`config.mk`:
```
export PLATFORM = sky130hd
export DESIGN_NAME = dma_engine
export DESIGN_NICKNAME = d
export VERILOG_FILES = /design/src/rtl/dma_pkg.sv /design/src/rtl/dma_regs.sv /design/src/rtl/dma_counters.sv /design/src/rtl/dma_seq.sv /design/src/rtl/dma_engine.sv
export SDC_FILE = /design/constraint.sdc
export NUM_CORES = 1
export LEC_CHECK = 0
export ABC_CLOCK_PERIOD_IN_PS = 2500
export BUFFER_PORTS_ARGS = -buffer_cell sky130_fd_sc_hd__buf_2
export CELL_PAD_IN_SITES_DETAIL_PLACEMENT = 0
export CELL_PAD_IN_SITES_GLOBAL_PLACEMENT = 1
export CORE_MARGIN = 8
export CORE_UTILIZATION = 33
export DETAILED_ROUTE_END_ITERATION = 10
export PLACE_DENSITY = 0.77
export SYNTH_ARGS = -nofsm -noshare
export SYNTH_HDL_FRONTEND = slang
export SYNTH_SLANG_ARGS = --single-unit
```
`constraint.sdc`:
```
create_clock -name clk -period 2.5 [get_ports clk]
set_input_delay 0.5 -clock clk [delete_from_list [all_inputs] [get_ports clk]]
set_output_delay 0.5 -clock clk [all_outputs]
set_load 0.01 [all_outputs]
```
`src/rtl/dma_pkg.sv`:
```
package dma_pkg;

  typedef enum logic [2:0] {
    S_IDLE,
    S_REQ,
    S_UNIT,
    S_WR2,
    S_GAP
  } dma_state_e;

  // control word bits [6:1], in packed order
  typedef struct packed {
    logic       irq_en;
    logic [1:0] size;
    logic [1:0] dir;
    logic       steal;
  } dma_cfg_t;

  localparam logic [2:0] REG_PTR_A  = 3'd0;
  localparam logic [2:0] REG_PTR_B  = 3'd1;
  localparam logic [2:0] REG_COUNT  = 3'd2;
  localparam logic [2:0] REG_CTRL   = 3'd3;
  localparam logic [2:0] REG_STATUS = 3'd4;

  function automatic int unit_step(input logic [1:0] size);
    return 1 << size;
  endfunction

  function automatic logic is_m2m(input dma_cfg_t c);
    return c.dir[1];
  endfunction

  function automatic logic is_m2p(input dma_cfg_t c);
    return !c.dir[1] && c.dir[0];
  endfunction

endpackage

```
`src/rtl/dma_regs.sv`:
```
module dma_regs
  import dma_pkg::*;
(
  input  logic     clk,
  input  logic     rst_n,
  input  logic     cfg_we,
  input  logic [5:0] cfg_wdata,
  input  logic     done_set,
  input  logic     done_clr,
  output dma_cfg_t cfg,
  output logic     done
);

  always_ff @(posedge clk) begin
    if (!rst_n) begin
      cfg  <= '0;
      done <= 1'b0;
    end else begin
      if (cfg_we)
        cfg <= dma_cfg_t'(cfg_wdata);
      if (done_set)
        done <= 1'b1;
      else if (done_clr)
        done <= 1'b0;
    end
  end

endmodule

```
`src/rtl/dma_counters.sv`:
```
module dma_counters #(
  parameter int AW = 16,
  parameter int CW = 16
) (
  input  logic          clk,
  input  logic          rst_n,
  input  logic          ld_a,
  input  logic          ld_b,
  input  logic          ld_cnt,
  input  logic [AW-1:0] ld_addr,
  input  logic [CW-1:0] ld_count,
  input  logic          unit_done,
  input  logic          adv_b,
  input  logic [1:0]    size,
  output logic [AW-1:0] addr_a,
  output logic [AW-1:0] addr_b,
  output logic [CW-1:0] cnt,
  output logic          cnt_zero,
  output logic          cnt_last
);
  import dma_pkg::*;

  localparam int NPTR = 2;

  logic [AW-1:0] step;
  logic [AW-1:0] ptr [NPTR];
  logic [NPTR-1:0] ld_v;
  logic [NPTR-1:0] adv_v;

  assign step  = AW'(unit_step(size));
  assign ld_v  = {ld_b, ld_a};
  assign adv_v = {adv_b && unit_done, unit_done};

  for (genvar g = 0; g < NPTR; g++) begin : g_ptr
    always_ff @(posedge clk) begin
      if (!rst_n)
        ptr[g] <= '0;
      else if (ld_v[g])
        ptr[g] <= ld_addr;
      else if (adv_v[g])
        ptr[g] <= ptr[g] + step;
    end
  end

  always_ff @(posedge clk) begin
    if (!rst_n)
      cnt <= '0;
    else if (ld_cnt)
      cnt <= ld_count;
    else if (unit_done)
      cnt <= cnt - CW'(1);
  end

  assign addr_a   = ptr[0];
  assign addr_b   = ptr[1];
  assign cnt_zero = (cnt == '0);
  assign cnt_last = (cnt == CW'(1));

endmodule

```
`src/rtl/dma_seq.sv`:
```
module dma_seq
  import dma_pkg::*;
(
  input  logic     clk,
  input  logic     rst_n,
  input  logic     start,
  input  logic     cnt_zero,
  input  logic     cnt_last,
  input  logic     bus_grant,
  input  logic     per_ready,
  input  dma_cfg_t cfg,
  output logic     busy,
  output logic     bus_req,
  output logic     mem_rd,
  output logic     mem_wr,
  output logic     use_b,
  output logic     hold_en,
  output logic     per_ack,
  output logic     unit_done,
  output logic     done_set
);

  dma_state_e state_q, state_d;

  always_ff @(posedge clk) begin
    if (!rst_n)
      state_q <= S_IDLE;
    else
      state_q <= state_d;
  end

  always_comb begin
    state_d   = state_q;
    mem_rd    = 1'b0;
    mem_wr    = 1'b0;
    use_b     = 1'b0;
    hold_en   = 1'b0;
    per_ack   = 1'b0;
    unit_done = 1'b0;
    done_set  = 1'b0;
    case (state_q)
      S_IDLE: begin
        if (start && cnt_zero)
          done_set = 1'b1;
        else if (start)
          state_d = S_REQ;
      end
      S_REQ: begin
        if (bus_grant)
          state_d = S_UNIT;
      end
      S_UNIT: begin
        if (is_m2m(cfg)) begin
          mem_rd  = 1'b1;
          hold_en = 1'b1;
          state_d = S_WR2;
        end else if (per_ready) begin
          per_ack   = 1'b1;
          mem_rd    = is_m2p(cfg);
          mem_wr    = !is_m2p(cfg);
          unit_done = 1'b1;
        end
      end
      S_WR2: begin
        mem_wr    = 1'b1;
        use_b     = 1'b1;
        unit_done = 1'b1;
      end
      S_GAP:   state_d = S_REQ;
      default: state_d = S_IDLE;
    endcase
    if (unit_done) begin
      if (cnt_last) begin
        state_d  = S_IDLE;
        done_set = 1'b1;
      end else if (cfg.steal) begin
        state_d = S_GAP;
      end else begin
        state_d = S_UNIT;
      end
    end
  end

  assign busy    = (state_q != S_IDLE);
  assign bus_req = (state_q == S_REQ) || (state_q == S_UNIT) || (state_q == S_WR2);

endmodule

```
`src/rtl/dma_engine.sv`:
```
module dma_engine
  import dma_pkg::*;
#(
  parameter int AW = 16,
  parameter int DW = 32,
  parameter int CW = 16
) (
  input  logic          clk,
  input  logic          rst_n,
  input  logic          reg_we,
  input  logic [2:0]    reg_addr,
  input  logic [DW-1:0] reg_wdata,
  output logic [DW-1:0] reg_rdata,
  output logic          irq,
  output logic          bus_req,
  input  logic          bus_grant,
  output logic [AW-1:0] mem_addr,
  output logic [1:0]    mem_size,
  output logic          mem_rd,
  output logic          mem_wr,
  output logic [DW-1:0] mem_wdata,
  input  logic [DW-1:0] mem_rdata,
  input  logic          per_ready,
  input  logic [DW-1:0] per_rdata,
  output logic [DW-1:0] per_wdata,
  output logic          per_ack
);

  dma_cfg_t      cfg;
  logic          done, busy;
  logic [AW-1:0] addr_a, addr_b;
  logic [CW-1:0] cnt;
  logic          cnt_zero, cnt_last;
  logic          use_b, hold_en, unit_done, done_set;
  logic [DW-1:0] hold_q;

  // named decode events, also observed by the checker
  logic wr_idle, cfg_we, start_acc, cfg_wr_busy, done_clr;
  assign wr_idle     = reg_we && !busy;
  assign cfg_we      = wr_idle && (reg_addr == REG_CTRL);
  assign start_acc   = cfg_we && reg_wdata[0];
  assign cfg_wr_busy = reg_we && busy && (reg_addr == REG_CTRL);
  assign done_clr    = reg_we && (reg_addr == REG_STATUS) && reg_wdata[1];

  dma_regs u_regs (
    .clk       (clk),
    .rst_n     (rst_n),
    .cfg_we    (cfg_we),
    .cfg_wdata (reg_wdata[6:1]),
    .done_set  (done_set),
    .done_clr  (done_clr),
    .cfg       (cfg),
    .done      (done)
  );

  dma_counters #(.AW(AW), .CW(CW)) u_cnt (
    .clk       (clk),
    .rst_n     (rst_n),
    .ld_a      (wr_idle && (reg_addr == REG_PTR_A)),
    .ld_b      (wr_idle && (reg_addr == REG_PTR_B)),
    .ld_cnt    (wr_idle && (reg_addr == REG_COUNT)),
    .ld_addr   (reg_wdata[AW-1:0]),
    .ld_count  (reg_wdata[CW-1:0]),
    .unit_done (unit_done),
    .adv_b     (is_m2m(cfg)),
    .size      (cfg.size),
    .addr_a    (addr_a),
    .addr_b    (addr_b),
    .cnt       (cnt),
    .cnt_zero  (cnt_zero),
    .cnt_last  (cnt_last)
  );

  dma_seq u_seq (
    .clk       (clk),
    .rst_n     (rst_n),
    .start     (start_acc),
    .cnt_zero  (cnt_zero),
    .cnt_last  (cnt_last),
    .bus_grant (bus_grant),
    .per_ready (per_ready),
    .cfg       (cfg),
    .busy      (busy),
    .bus_req   (bus_req),
    .mem_rd    (mem_rd),
    .mem_wr    (mem_wr),
    .use_b     (use_b),
    .hold_en   (hold_en),
    .per_ack   (per_ack),
    .unit_done (unit_done),
    .done_set  (done_set)
  );

  always_ff @(posedge clk) begin
    if (!rst_n)
      hold_q <= '0;
    else if (hold_en)
      hold_q <= mem_rdata;
  end

  assign mem_addr  = use_b ? addr_b : addr_a;
  assign mem_size  = cfg.size;
  assign mem_wdata = use_b ? hold_q : per_rdata;
  assign per_wdata = mem_rdata;
  assign irq       = done && cfg.irq_en;

  always_comb begin
    reg_rdata = '0;
    case (reg_addr)
      REG_PTR_A:  reg_rdata = DW'(addr_a);
      REG_PTR_B:  reg_rdata = DW'(addr_b);
      REG_COUNT:  reg_rdata = DW'(cnt);
      REG_CTRL:   reg_rdata = DW'({cfg, 1'b0});
      REG_STATUS: reg_rdata = DW'({done, busy});
      default:    reg_rdata = '0;
    endcase
  end

endmodule

```
[Word level (Yosys, flattened, before mapping)]
Memories as Yosys holds them, arrays and structs flattened.
Cells that the tools add are included.
Word-level totals
  word-level logic and storage cells: 106
  output and inout bits: 119
  memory bits (writable): 32
  flip-flop bits (word level): 58
  memories kept: 1
  input bits: 104
Operators by class
  reductions and logical operators: 24
  $add $sub $neg: 3
  muxes and demuxes: 51
  bitwise gates (word level): 4
  eq/ne operators: 14
  shifts and indexed selects: 1
Memory list
  u_cnt.ptr: depth 2, width 16, rd ports 2, clocked after Yosys merged registers in 0, write ports 2, RTL line dma_counters.sv:26  | logic [AW-1:0] ptr [NPTR];
Operators by type and width (count)
  $mux 16: 7
  $pmux 16 s5: 1
  $add 16x16->16: 2
  $mux 1: 32
  $mux 32: 1
  $mux 3: 7
  $eq 16x1->1 const B: 1
  $logic_not 16->1: 1
  $shl 1x2->16 const A: 1
  $sub 16x1->16 const B: 1
  $pmux 3 s5: 1
  $eq 3x2->1 const B: 4
  $logic_and 1x1->1: 12
  $ne 3x3->1 const B: 3
  $eq 3x1->1 const B: 2
  $eq 3x3->1 const B: 2
  $logic_not 3->1: 2
  $reduce_and 5->1: 1
  $or 1x1->1: 4
  $pmux 1 s2: 2
  $reduce_bool 2->1: 2
  $logic_not 1->1: 3
  $ne 3x2->1 const B: 1
  $reduce_bool 3->1: 1
  other kinds (2): 3

[Depth between registers and ports, before layout]
  depth after elaboration: 11
  mapped depth: 9
  depth with buffers taken out: 8

[By module]
Synthesis repeated with hierarchy kept, for this count alone.
Second synthesis, totals
  cells, all modules: 685
  area total of the unflattened synthesis: 6366.1 um^2
Modules (own cells, without submodules)
  dma_counters: times used 1, seq. area each 1281.2 um^2, area each 3136.8 um^2, cells an instance 342
  dma_engine: times used 1, seq. area each 640.6 um^2, area each 2726.4 um^2, cells an instance 287
  dma_regs: times used 1, seq. area each 140.1 um^2, area each 262.8 um^2, cells an instance 22
  dma_seq: times used 1, seq. area each 60.1 um^2, area each 240.2 um^2, cells an instance 34

[Worst setup path after synthesis]
No wires, ideal clock.
  kind: register to register
  start point: register, netlist name u_regs.cfg[4]
  end point: memory u_cnt.ptr[1][4], data pin
  data required time: 2.244 ns
  cell stages (with the launch flop): 10
  path slack: 0.126 ns
  period minus slack after synthesis: 2.374 ns
  data arrival time: 2.118 ns
  library setup time: 0.256 ns
  buffers on the path: 1
  cells stage by stage: dfxtp_1 > clkbuf_1 > nor2_1 > ha_1 > ha_1 > and2_1 > a31oi_1 > o21ai_0 > a211o_1 > a22o_1
RTL lines (RTL line)
  end, declared: dma_counters.sv:26

[Final worst setup path]
  start point: register u_seq.state_q[1]
  end point: output mem_wdata[29]
On the way
  cells in the longest elaborated chain, start to end: 3
RTL lines
  start, declared: RTL line dma_seq.sv:23  | dma_state_e state_q, state_d;
  start signal, assigned: RTL line dma_seq.sv:29  | state_q <= state_d;
  $eq 3x2->1: RTL line dma_seq.sv:41  | case (state_q)
  $mux 1: RTL line dma_seq.sv:41
  $mux 32: RTL line dma_engine.sv:103  | assign mem_wdata = use_b ? hold_q : per_rdata;
  end, declared: RTL line dma_engine.sv:21  | output logic [DW-1:0] mem_wdata,
Every way passes these cells.

==> results.toml <==
[place]
hpwl_um = 17140
post_dp_cell_area_um2 = 7450
gp_congestion = 0.8677
portBuffers = 190

[clocking]
cts_buffer_depth = 2
holdBufCountCts = 0
cts_tree = "built"
clk-insertion-delay-late_ns = 0.36
clock-sinks = 90
root_buffer = "clkbuf_16"
htree_levels = 3
cts_buffers = 9
clk_pin_slew_worst_paths_ns = 0.07

[layout]
syn_to_final_growth_pct = 22.42
final_util_pct = 40.62
stdcell_area_um2 = 7802
regArea_um2 = 2122
drive_gt1_share_pct = 32.51
num-fill-cells = 1959
nets = 1037
diodes = 0
multi_input_area_um2 = 3700

[sta]
hold_ws_ns = 0.3868
fin_tns_setup_ns = 0
final_hold_viol_count = 0
fin_crit_ns = 2.396
worst_clock_skew_ns = 0.009489
max_clock_freq_ghz = 0.4174
tightest_slew_ns = 0.6261
fin_crit_sh_pct = 95.82
setup_viol = 0
final-max-slew-violation-count = 0
slew-limit-headroom_pct = 58.07
rsz0062_at_grt = "no"

[yosys]
synth_top_family_by_area = "simple AND/OR/NAND/NOR gates"
ys_seq_elements = 90
synthAdderAreaFrac_pct = 1.767
avgSynthCellArea_um2 = 8.213
synth_xor_area_share_pct = 1.649
yosys_warnings = 0
netlist_instances = 776
synth_area_um2 = 6374
synthDistinctLibCells = 72
seq_area_frac_synth_pct = 33.29
synth-async-reset-ratio_pct = 0
synth_compound_area_share_pct = 18.59
synth_top_flop_cell = "dfxtp_1"
yosys.area_share.simple_pct = 21.63
synthMuxAreaShare_pct = 13.03
synth-edff-count = 32

[global_route]
first_global_vias = 6293
grt_pass1_wl_um = 34490
antenna_found_initial = 0
gr-usage-all-layers_pct = 18.23
overflow = 0
grt_max_degree = 33

[routing]
drc = 0
wl_per_cell_um = 18.68
routed_wl_um = 22300
dr.first_iter.drc_count = 348
vias_per_cell = 5.167
final_antenna_net_count = 0
vias = 6169
dr.pass1.iters = 5

[die]
die_w_um = 155.0
die_y_um = 155.0
die-area_um2 = 24020
core_area_um2 = 19210
initial_core_util_pct = 33.18
rows = 51
io-pin-count = 223

[critical_path]
crit_fanout = 29
startpoint_type = "flop"
cp.required_ns = 2.00
critPathCaptureType = "output pin"
critPathArrivalTime_ns = 1.90
crit_type = "reg2out"
ff2ff_setup_slack_ns = 0.12

[pwr]
cellLeakagePower_nw = 3.278
power_density_nw_per_um2 = 557.9
total_power_mw = 4.353
peakVddDrop_mv = 0.4039

[hold_path]
min_path_type = "in2reg"

[run]
drv_cap = 0

[status]
outcome = "complete, no violations"
==> per-layer routing <==
layer / track usage [%] / wire length (µm) / vias up
met5: 0 / 0 / -
met3: 3.883 / 1530 / 26
met2: 30.95 / 10720 / 243
li1: - / - / 3012
met1: 22.41 / 9589 / 2888
met4: 6.393 / 463 / 0
==> synthesized netlist by cell type (9+ instances only) <==
| library cell | count | share of area (%) |
|---|---|---|
| o21ai_0 | 26 | 2.0 |
| xnor2_1 | 11 | 1.5 |
| buf_4 | 50 | 5.9 |
| and2_1 | 13 | 1.3 |
| clkbuf_1 | 49 | 2.9 |
| inv_1 | 10 | 0.59 |
| a32oi_1 | 15 | 2.1 |
| nand2_1 | 136 | 8.0 |
| ha_1 | 9 | 1.8 |
| dfxtp_1 | 58 | 18 |
| edfxtp_1 | 32 | 15 |
| and3_1 | 9 | 0.88 |
| a21oi_1 | 68 | 5.3 |
| nor2b_1 | 14 | 1.4 |
| a31oi_1 | 9 | 0.88 |
| nor3_1 | 17 | 1.3 |
| nor2_1 | 54 | 3.2 |
| nand3_1 | 14 | 1.1 |
| mux2_2 | 37 | 6.5 |
| mux2i_1 | 29 | 4.6 |
==> critical path, cell delays in order, from the launching register on <==
cell,delay (ns)
dfxtp_1,0.51
and3b_2,0.31
buf_12,0.20
mux2_2,0.37
buf_2,0.14
==> placed cells by master (no fill, tap or decap), drive strengths merged, types with 4 or more instances in the layout <==
cell type  count
mux2          38
or3            7
mux4           5
nand4          4
a32oi         15
a211oi         4
and2          17
o211ai         6
edfxtp        32
a21oi         68
a22o           6
a31oi         11
conb          16
and3           9
nor2          54
clkbuf        11
nand3         14
dfxtp         58
nand2b         4
nand2        136
inv           15
xnor2         11
nor3          17
buf          229
mux2i         29
and4           5
nor2b         14
ha             9
o21ai         34
o311ai         4
==> cells by family after synthesis <==
family          Yosys count
xor+xnor                 12
mux                      72
other cells               1
buf+inv                 118
simple gates            292
fa+ha+maj                 9
compound gates          182
flops                    90
==> flip-flops by register name, summed over array words and instances, names as in the netlist <==
name and cells:
u_regs.cfg 6, u_cnt.ptr 32, u_cnt.cnt 16, hold_q 32, u_regs.done 1, u_seq.state_q 3
==> stage by stage <==
step	instances	setup WS [ns]
after floorplan	791	0.1262
after global routing	1194	0.01305
after CTS	1194	0.06792
after detailed placement	1178	0.1208
after global placement	1178	0.1590
final	1194	0.1045
==> repair_timing <==
item / CTS / global route
setup endpoints to repair: 0 / 6
resized for setup: 0 / 5
setup buffers: 0 / 0
==> report_power, final <==
group	internal [mW]	switching, mW	total, mW
Sequential	1.61	0.135	1.74
Clock	0.877	0.660	1.54
Combinational	0.455	0.618	1.07
Total	2.94	1.41	4.35
==> path summary, 6_finish.rpt <==
| kind | to | start | depth (start not counted) |
|---|---|---|---|
| setup / recovery | mem_wdata[29] | u_seq.state_q[1]$_SDFFE_PN0P_ | 4 |
| hold reg to reg | hold_q[11]$_SDFFE_PN0P_ | hold_q[11]$_SDFFE_PN0P_ | 2 |
| hold / removal | hold_q[16]$_SDFFE_PN0P_ | mem_rdata[16] | 3 |
| setup reg to reg | u_cnt.ptr[1][10]$_SDFFCE_PN0P_ | u_regs.cfg[3]$_SDFFE_PN0N_ | 7 |
==> area by class of cell <==
class | count | area share (%)
repair buffers | 229 | 16.42
multi-input cells | 583 | 47.42
inverters | 11 | 0.5292
clock inverters | 5 | 0.8018
clock buffers | 11 | 3.384
well taps | 265 | 4.250
flip-flops and latches | 90 | 27.20
Note: power is estimated with default switching activity, not from simulation.
